$ cat src/rtl/mtmr_pkg.sv
package mtmr_pkg;
  typedef enum logic [1:0] {
    MODE_ONCE   = 2'd0,
    MODE_REPEAT = 2'd1,
    MODE_RSVD   = 2'd2,
    MODE_FREE   = 2'd3
  } mode_e;

  typedef enum logic [1:0] {
    SLOT_CTRL = 2'd0,
    SLOT_CLK  = 2'd1,
    SLOT_CNT  = 2'd2,
    SLOT_CMP  = 2'd3
  } slot_e;

  // free-running modes never compare
  function automatic logic is_free(mode_e m);
    return (m == MODE_FREE) || (m == MODE_RSVD);
  endfunction

  // only divider code 1 halves the tick rate
  function automatic logic div_by2(logic [3:0] code);
    return code == 4'd1;
  endfunction
endpackage

$ cat src/rtl/mtmr_prescale.sv
module mtmr_prescale import mtmr_pkg::*; (
  input  logic       clk,
  input  logic       rst_n,
  input  logic       tick_fast,
  input  logic       tick_slow,
  input  logic       src_slow,
  input  logic [3:0] div_code,
  input  logic       run,
  input  logic       restart,
  output logic       adv
);
  logic tk, half, phase_q;

  assign tk   = src_slow ? tick_slow : tick_fast;
  assign half = div_by2(div_code);
  assign adv  = tk && (!half || phase_q);

  always_ff @(posedge clk or negedge rst_n) begin
    if (!rst_n)                   phase_q <= 1'b0;
    else if (restart)             phase_q <= 1'b0;
    else if (tk && half && run)   phase_q <= ~phase_q;
  end

  // in halving mode two advances never come on consecutive cycles
  p_half_spacing_r9: assert property (@(posedge clk) disable iff (!rst_n)
    (adv && half && run && !restart) |=> !(adv && half));
endmodule

$ cat src/rtl/mtmr_channel.sv
module mtmr_channel import mtmr_pkg::*; #(
  parameter int CW = 32
) (
  input  logic          clk,
  input  logic          rst_n,
  input  logic          tick_fast,
  input  logic          tick_slow,
  input  logic          ctrl_wr,
  input  logic          clk_wr,
  input  logic          cmp_wr,
  input  logic          w_en,
  input  logic          w_clr,
  input  logic [1:0]    w_mode,
  input  logic          w_src,
  input  logic [3:0]    w_div,
  input  logic [CW-1:0] w_cmp,
  output logic          en,
  output mode_e         mode,
  output logic          src,
  output logic [3:0]    div,
  output logic [CW-1:0] cnt,
  output logic [CW-1:0] cmp,
  output logic          evt
);
  logic clr_wr, adv, hit;

  assign clr_wr = ctrl_wr && w_clr;

  mtmr_prescale u_ps (
    .clk      (clk),
    .rst_n    (rst_n),
    .tick_fast(tick_fast),
    .tick_slow(tick_slow),
    .src_slow (src),
    .div_code (div),
    .run      (en),
    .restart  (clr_wr),
    .adv      (adv)
  );

  // compare event: named wire brought out for the shared flag logic
  assign hit = adv && en && !clr_wr && !is_free(mode) && (cnt == cmp);
  assign evt = hit;

  always_ff @(posedge clk or negedge rst_n) begin
    if (!rst_n) begin
      en   <= 1'b0;
      mode <= MODE_ONCE;
      src  <= 1'b0;
      div  <= '0;
      cmp  <= '0;
    end else begin
      if (ctrl_wr) begin
        en   <= w_en;
        mode <= mode_e'(w_mode);
      end else if (hit && mode == MODE_ONCE) begin
        en   <= 1'b0;
      end
      if (clk_wr) begin
        src <= w_src;
        div <= w_div;
      end
      if (cmp_wr) cmp <= w_cmp;
    end
  end

  always_ff @(posedge clk or negedge rst_n) begin
    if (!rst_n)              cnt <= '0;
    else if (clr_wr)         cnt <= '0;
    else if (hit) begin
      if (mode == MODE_REPEAT) cnt <= '0;
    end else if (adv && en)  cnt <= cnt + 1'b1;
  end

  p_freerun_quiet_r5: assert property (@(posedge clk) disable iff (!rst_n)
    is_free(mode) |-> !evt);
  p_repeat_reload_r3: assert property (@(posedge clk) disable iff (!rst_n)
    (evt && mode == MODE_REPEAT) |=> (cnt == '0));
  p_oneshot_stop_r4: assert property (@(posedge clk) disable iff (!rst_n)
    (evt && mode == MODE_ONCE && !ctrl_wr) |=> (!en && $stable(cnt)));
  p_clear_zero_r7: assert property (@(posedge clk) disable iff (!rst_n)
    clr_wr |=> (cnt == '0));
  p_stopped_hold_r6: assert property (@(posedge clk) disable iff (!rst_n)
    (!en && !clr_wr) |=> $stable(cnt));
endmodule

$ cat src/rtl/multi_timer.sv
module multi_timer import mtmr_pkg::*; #(
  parameter int NCH = 6,
  parameter int CW  = 32,
  parameter int AW  = 8
) (
  input  logic          clk,
  input  logic          rst_n,
  input  logic          tick_fast,
  input  logic          tick_slow,
  input  logic [AW-1:0] addr,
  input  logic          wr_en,
  input  logic [31:0]   wdata,
  output logic [31:0]   rdata,
  output logic          irq
);
  localparam int CIW = AW - 4;

  logic [CIW-1:0] chan;
  slot_e          slot;
  logic           aligned, glob, ien_wr, ack_wr;
  logic [NCH-1:0] ien_q, pend_q, evt_w, ack_mask;

  logic          ch_en   [NCH];
  mode_e         ch_mode [NCH];
  logic          ch_src  [NCH];
  logic [3:0]    ch_div  [NCH];
  logic [CW-1:0] ch_cnt  [NCH];
  logic [CW-1:0] ch_cmp  [NCH];

  assign chan    = addr[AW-1:4];
  assign slot    = slot_e'(addr[3:2]);
  assign aligned = (addr[1:0] == 2'b00);
  assign glob    = aligned && (chan == '0);
  assign ien_wr  = wr_en && glob && (slot == SLOT_CTRL);
  assign ack_wr  = wr_en && glob && (slot == SLOT_CNT);
  assign ack_mask = ack_wr ? wdata[NCH-1:0] : '0;

  for (genvar g = 0; g < NCH; g++) begin : g_ch
    logic sel;
    assign sel = wr_en && aligned && (chan == CIW'(g + 1));

    mtmr_channel #(.CW(CW)) u_ch (
      .clk      (clk),
      .rst_n    (rst_n),
      .tick_fast(tick_fast),
      .tick_slow(tick_slow),
      .ctrl_wr  (sel && slot == SLOT_CTRL),
      .clk_wr   (sel && slot == SLOT_CLK),
      .cmp_wr   (sel && slot == SLOT_CMP),
      .w_en     (wdata[0]),
      .w_clr    (wdata[1]),
      .w_mode   (wdata[5:4]),
      .w_src    (wdata[4]),
      .w_div    (wdata[3:0]),
      .w_cmp    (wdata[CW-1:0]),
      .en       (ch_en[g]),
      .mode     (ch_mode[g]),
      .src      (ch_src[g]),
      .div      (ch_div[g]),
      .cnt      (ch_cnt[g]),
      .cmp      (ch_cmp[g]),
      .evt      (evt_w[g])
    );

    // an event always leaves its flag set, acknowledge or not
    p_set_wins_r11: assert property (@(posedge clk) disable iff (!rst_n)
      evt_w[g] |=> pend_q[g]);
    // an acknowledged flag with no new event is gone next cycle
    p_ack_clears_r10: assert property (@(posedge clk) disable iff (!rst_n)
      (ack_mask[g] && !evt_w[g]) |=> !pend_q[g]);
  end

  always_ff @(posedge clk or negedge rst_n) begin
    if (!rst_n) begin
      ien_q  <= '0;
      pend_q <= '0;
    end else begin
      if (ien_wr) ien_q <= wdata[NCH-1:0];
      pend_q <= (pend_q & ~ack_mask) | evt_w;
    end
  end

  assign irq = |(pend_q & ien_q);

  always_comb begin
    rdata = '0;
    if (glob) begin
      if (slot == SLOT_CTRL)     rdata[NCH-1:0] = ien_q;
      else if (slot == SLOT_CNT) rdata[NCH-1:0] = pend_q;
    end else if (aligned) begin
      for (int i = 0; i < NCH; i++) begin
        if (chan == CIW'(i + 1)) begin
          case (slot)
            SLOT_CTRL: begin
              rdata[0]   = ch_en[i];
              rdata[5:4] = ch_mode[i];
            end
            SLOT_CLK: begin
              rdata[4]   = ch_src[i];
              rdata[3:0] = ch_div[i];
            end
            SLOT_CNT: rdata[CW-1:0] = ch_cnt[i];
            default:  rdata[CW-1:0] = ch_cmp[i];
          endcase
        end
      end
    end
  end

  // with the mask empty no pending flag can raise the interrupt
  p_mask_gate_r12: assert property (@(posedge clk) disable iff (!rst_n)
    (ien_q == '0) |-> !irq);
endmodule

$ cat config.mk
export PLATFORM = sky130hd
export DESIGN_NAME = multi_timer
export DESIGN_NICKNAME = d
export VERILOG_FILES = /design/src/rtl/mtmr_pkg.sv /design/src/rtl/mtmr_prescale.sv /design/src/rtl/mtmr_channel.sv /design/src/rtl/multi_timer.sv
export SDC_FILE = /design/constraint.sdc
export NUM_CORES = 1
export LEC_CHECK = 0
export BUFFER_PORTS_ARGS = -buffer_cell sky130_fd_sc_hd__buf_2
export CORE_ASPECT_RATIO = 1.5
export CORE_MARGIN = 2
export CORE_UTILIZATION = 30
export DETAILED_ROUTE_END_ITERATION = 6
export GPL_ROUTABILITY_DRIVEN = 0
export GPL_TIMING_DRIVEN = 1
export SKIP_LAST_GASP = 1
export SYNTH_ARGS = -nofsm -noshare
export SYNTH_HDL_FRONTEND = slang
export SYNTH_HIERARCHICAL = 1
export SYNTH_SLANG_ARGS = --single-unit
$ cat constraint.sdc
create_clock -name clk -period 2.4 [get_ports clk]
set_input_delay 0.12 -clock clk [delete_from_list [all_inputs] [get_ports clk]]
set_output_delay 0.12 -clock clk [all_outputs]
set_load 0.01 [all_outputs]
==> impl_metrics.py <==
metrics = {
    "clock_network": {
        "clock-sinks": 450,
        "clk_pin_slew_worst_paths_ns": 0.06,
        "insertion_delay_ns": 0.63,
        "htree_levels": 2,
        "root_buffer": "clkbuf_16",
        "cts_made_buffers": 48,
        "clk_path_buf_depth": 3,
        "cts_tree": "done",
    },
    "synth": {
        "syn_nets": 3018,
        "syn-instance-count": 2967,
        "synthArstFlopShare_pct": 100,
        "yosysTopAreaCell": "dfrtp_1",
        "syn-cell-area_um2": 28900,
        "synthTopCellsByCount": "450 x dfrtp_1, 262 x nor2_1, 243 x mux2_2",
        "ys_warn_count": 6,
        "synth_most_common_cell": "dfrtp_1",
        "synth_top_family_by_area": "simple AND/OR/NAND/NOR gates",
        "synth_ff_type": "dfrtp_1",
        "synth.area.top_cells": "dfrtp_1 39%, mux2_2 9.5%, mux2i_1 6.7%",
        "avgSynthCellArea_um2": 9.75,
        "synth_fa_ha_area_share_pct": 0.259,
        "synth_top_area_share_pct": 38.9,
        "seq_area_frac_synth_pct": 38.9,
        "synth_edf_count": 0,
        "synth_simple_gate_area_share_pct": 18.8,
        "synth_compound_area_share_pct": 13.9,
        "synth_xor_xnor_area_share_pct": 5.99,
        "synth_mux_area_share_pct": 17.4,
        "yosys_register_bits": 450,
        "synthDistinctLibCells": 69,
    },
    "sta": {
        "tightest_slew_ns": 0.787,
        "fin_crit_ns": 2.61,
        "slew-limit-headroom_pct": 47.5,
        "rsz0062_at_grt": "true",
        "slew_viol_final": 0,
        "finalHoldViolCount": 0,
        "min_period_over_period_pct": 109,
        "setup_violations": 83,
        "fin_skew_ns": 0.0336,
        "fin_hold_ws_ns": 0.0280,
        "setup_slack_ns": -0.208,
        "fmaxAchievable_mhz": 383,
    },
    "setup_path": {
        "critPathRequiredTime_ns": 2.28,
        "reg2reg_to": "g_ch[2].u_ch/cnt[22]",
        "reg2reg_slack_ns": -0.13,
        "cp.arrival_ns": 2.49,
        "startpoint_type": "flop",
        "startpoint": "g_ch[1].u_ch/cnt[8]",
        "crit_fanout": 6,
        "r2r-start": "g_ch[2].u_ch/cnt[3]",
        "crit_type": "reg2out",
        "worst_setup_path_end_kind": "output port",
        "cp-endpoint": "rdata[8]",
        "worst_r2r_path_depth": 10,
    },
    "finish": {
        "synthToLayoutAreaGrowth_pct": 31.0,
        "postLayoutCellArea_um2": 37900,
        "fin_nets": 3525,
        "postLayoutCoreUtil_pct": 39.6,
        "layout-drive-gt1-share_pct": 36.0,
    },
    "die": {
        "die_h_um": 384,
        "num_rows": 139,
        "initial_core_util_pct": 30.3,
        "io_pins": 78,
        "fp.coreArea_um2": 95700,
        "die_w_um": 258,
        "dieArea_um2": 99000,
    },
    "global_routing": {
        "groute.usage.overall_pct": 24.4,
        "grt_max_degree": 72,
        "grt_overflow": 0,
        "grt_pass1_vias": 27100,
        "grt_first_pass_wirelength_um": 180000,
        "grt_antenna_before_repair": 16,
    },
    "place": {
        "port_buffers": 77,
        "dpl_cell_area_um2": 34100,
        "hpwl_um": 89400,
    },
    "outcome": {
        "violations": "DRC, setup timing",
        "outcome": "finished, violations left",
    },
    "detailed_routing": {
        "drt_iter0_markers": 3036,
        "dr.pass1.iters": 7,
        "drt.antenna.violating_nets": 0,
        "avgViaCountPerCell": 5.87,
        "vias": 28100,
        "drc": 2,
        "wirelength_um": 126000,
        "avgRoutedWirePerCell_um": 26.3,
    },
    "power": {
        "p_leak_nw": 17.2,
        "p_per_area_nw_per_um2": 499,
        "vdd_drop_max_mv": 0.475,
    },
    "hold_path": {
        "hold_path_class": "in2reg",
    },
    "flow_run": {
        "maxCapViolations": 0,
    },
}
## registers in the layout, indices dropped and copies added (netlist names)
register	cells
g_ch.u_ch/cmp	192
g_ch.u_ch/mode	12
ien_q	6
g_ch.u_ch/src	6
g_ch.u_ch/div	24
g_ch.u_ch/cnt	192
g_ch.u_ch/en	6
pend_q	6
g_ch.u_ch/u_ps/phase_q	6
## cell families (layout without fill, tap and decap cells)
family / Yosys count / after routing
buf+inv: 283 / 805
mux: 457 / 457
other cells: 0 / 9
simple gates: 1054 / 1076
fa+ha+maj: 6 / 6
xor+xnor: 198 / 198
compound gates: 519 / 519
flops: 450 / 450
## worst min-delay path by stage
stage                                 endpoint      from  slack, ns  cells past startpoint
final                      g_ch[4].u_ch/cmp[5]  wdata[5]       0.03                      3
after global routing       g_ch[4].u_ch/cmp[5]  wdata[5]       0.01                      3
after CTS                  g_ch[4].u_ch/cmp[5]  wdata[5]   0.000002                      3
after detailed placement  g_ch[0].u_ch/cmp[16]     rst_n       0.18                      1
after global placement    g_ch[0].u_ch/cmp[16]     rst_n       0.19                      1
after floorplan            g_ch[0].u_ch/cmp[0]     rst_n      -0.18                      0
## timing repair
item | in CTS | in global routing
hold buffers | 4 | 0
endpoints found under the hold margin | 94 | 0
pin swaps | 77 | 135
endpoints found under the setup margin | 166 | 227
buffers inserted | 42 | 42
resized for setup | 112 | 198
cloned | 18 | 12
## area by class of cell
class                           count  area [um2]
Tap cell                         1269        1590
Multi-Input combinational cell   2256       17800
Fill cell                        9385       57700
Clock buffer                       68        1410
Inverter                           61         234
Sequential cell                   450       11300
Clock inverter                     19         189
Timing Repair Buffer              657        5410
Antenna cell                        9        22.5
## power by group
group | switching (mW) | internal (mW)
clock network | 3.38 | 4.40
registers | 0.354 | 7.88
logic | 1.76 | 1.15
## per-stage QoR
step | setup TNS, ns | setup slack [ns] | instances | total power [mW]
2_1_floorplan | 0 | 0.0161 | 2967 | 9.57
3_3_place_gp | -22.90 | -0.367 | 4587 | 10.9
3_5_place_dp | -23.24 | -0.396 | 4587 | 10.9
4_1_cts | -3.17 | -0.150 | 4735 | 18.8
5_1_grt | -10.88 | -0.179 | 4780 | 19.5
6_report | -4.55 | -0.208 | 4789 | 18.9
## critical path, cell delays in order, from the launching register on
cell and delay, ns:
dfrtp_1 0.44, buf_4 0.20, mux2i_1 0.17, o22ai_1 0.20, o211ai_1 0.43, a21oi_1 0.13
buf_4 0.18, buf_2 0.13
## layout by cell type, fill, tap and decap left out, types with 100 or more instances in the layout
cell type,instances
mux2i_1,179
nand3_1,133
xor2_1,161
dfrtp_1,430
mux2_2,241
a221o_1,114
nor2_1,221
nand2_1,186
buf_4,503
nor3_1,100
## metal layers
layer	share of wire, %	track usage (%)
met1	36	27.7
met5	0.086	0
met2	47	40.7
met3	6.9	3.63
met4	10	20.0
Power figures use the tool's default switching activity.
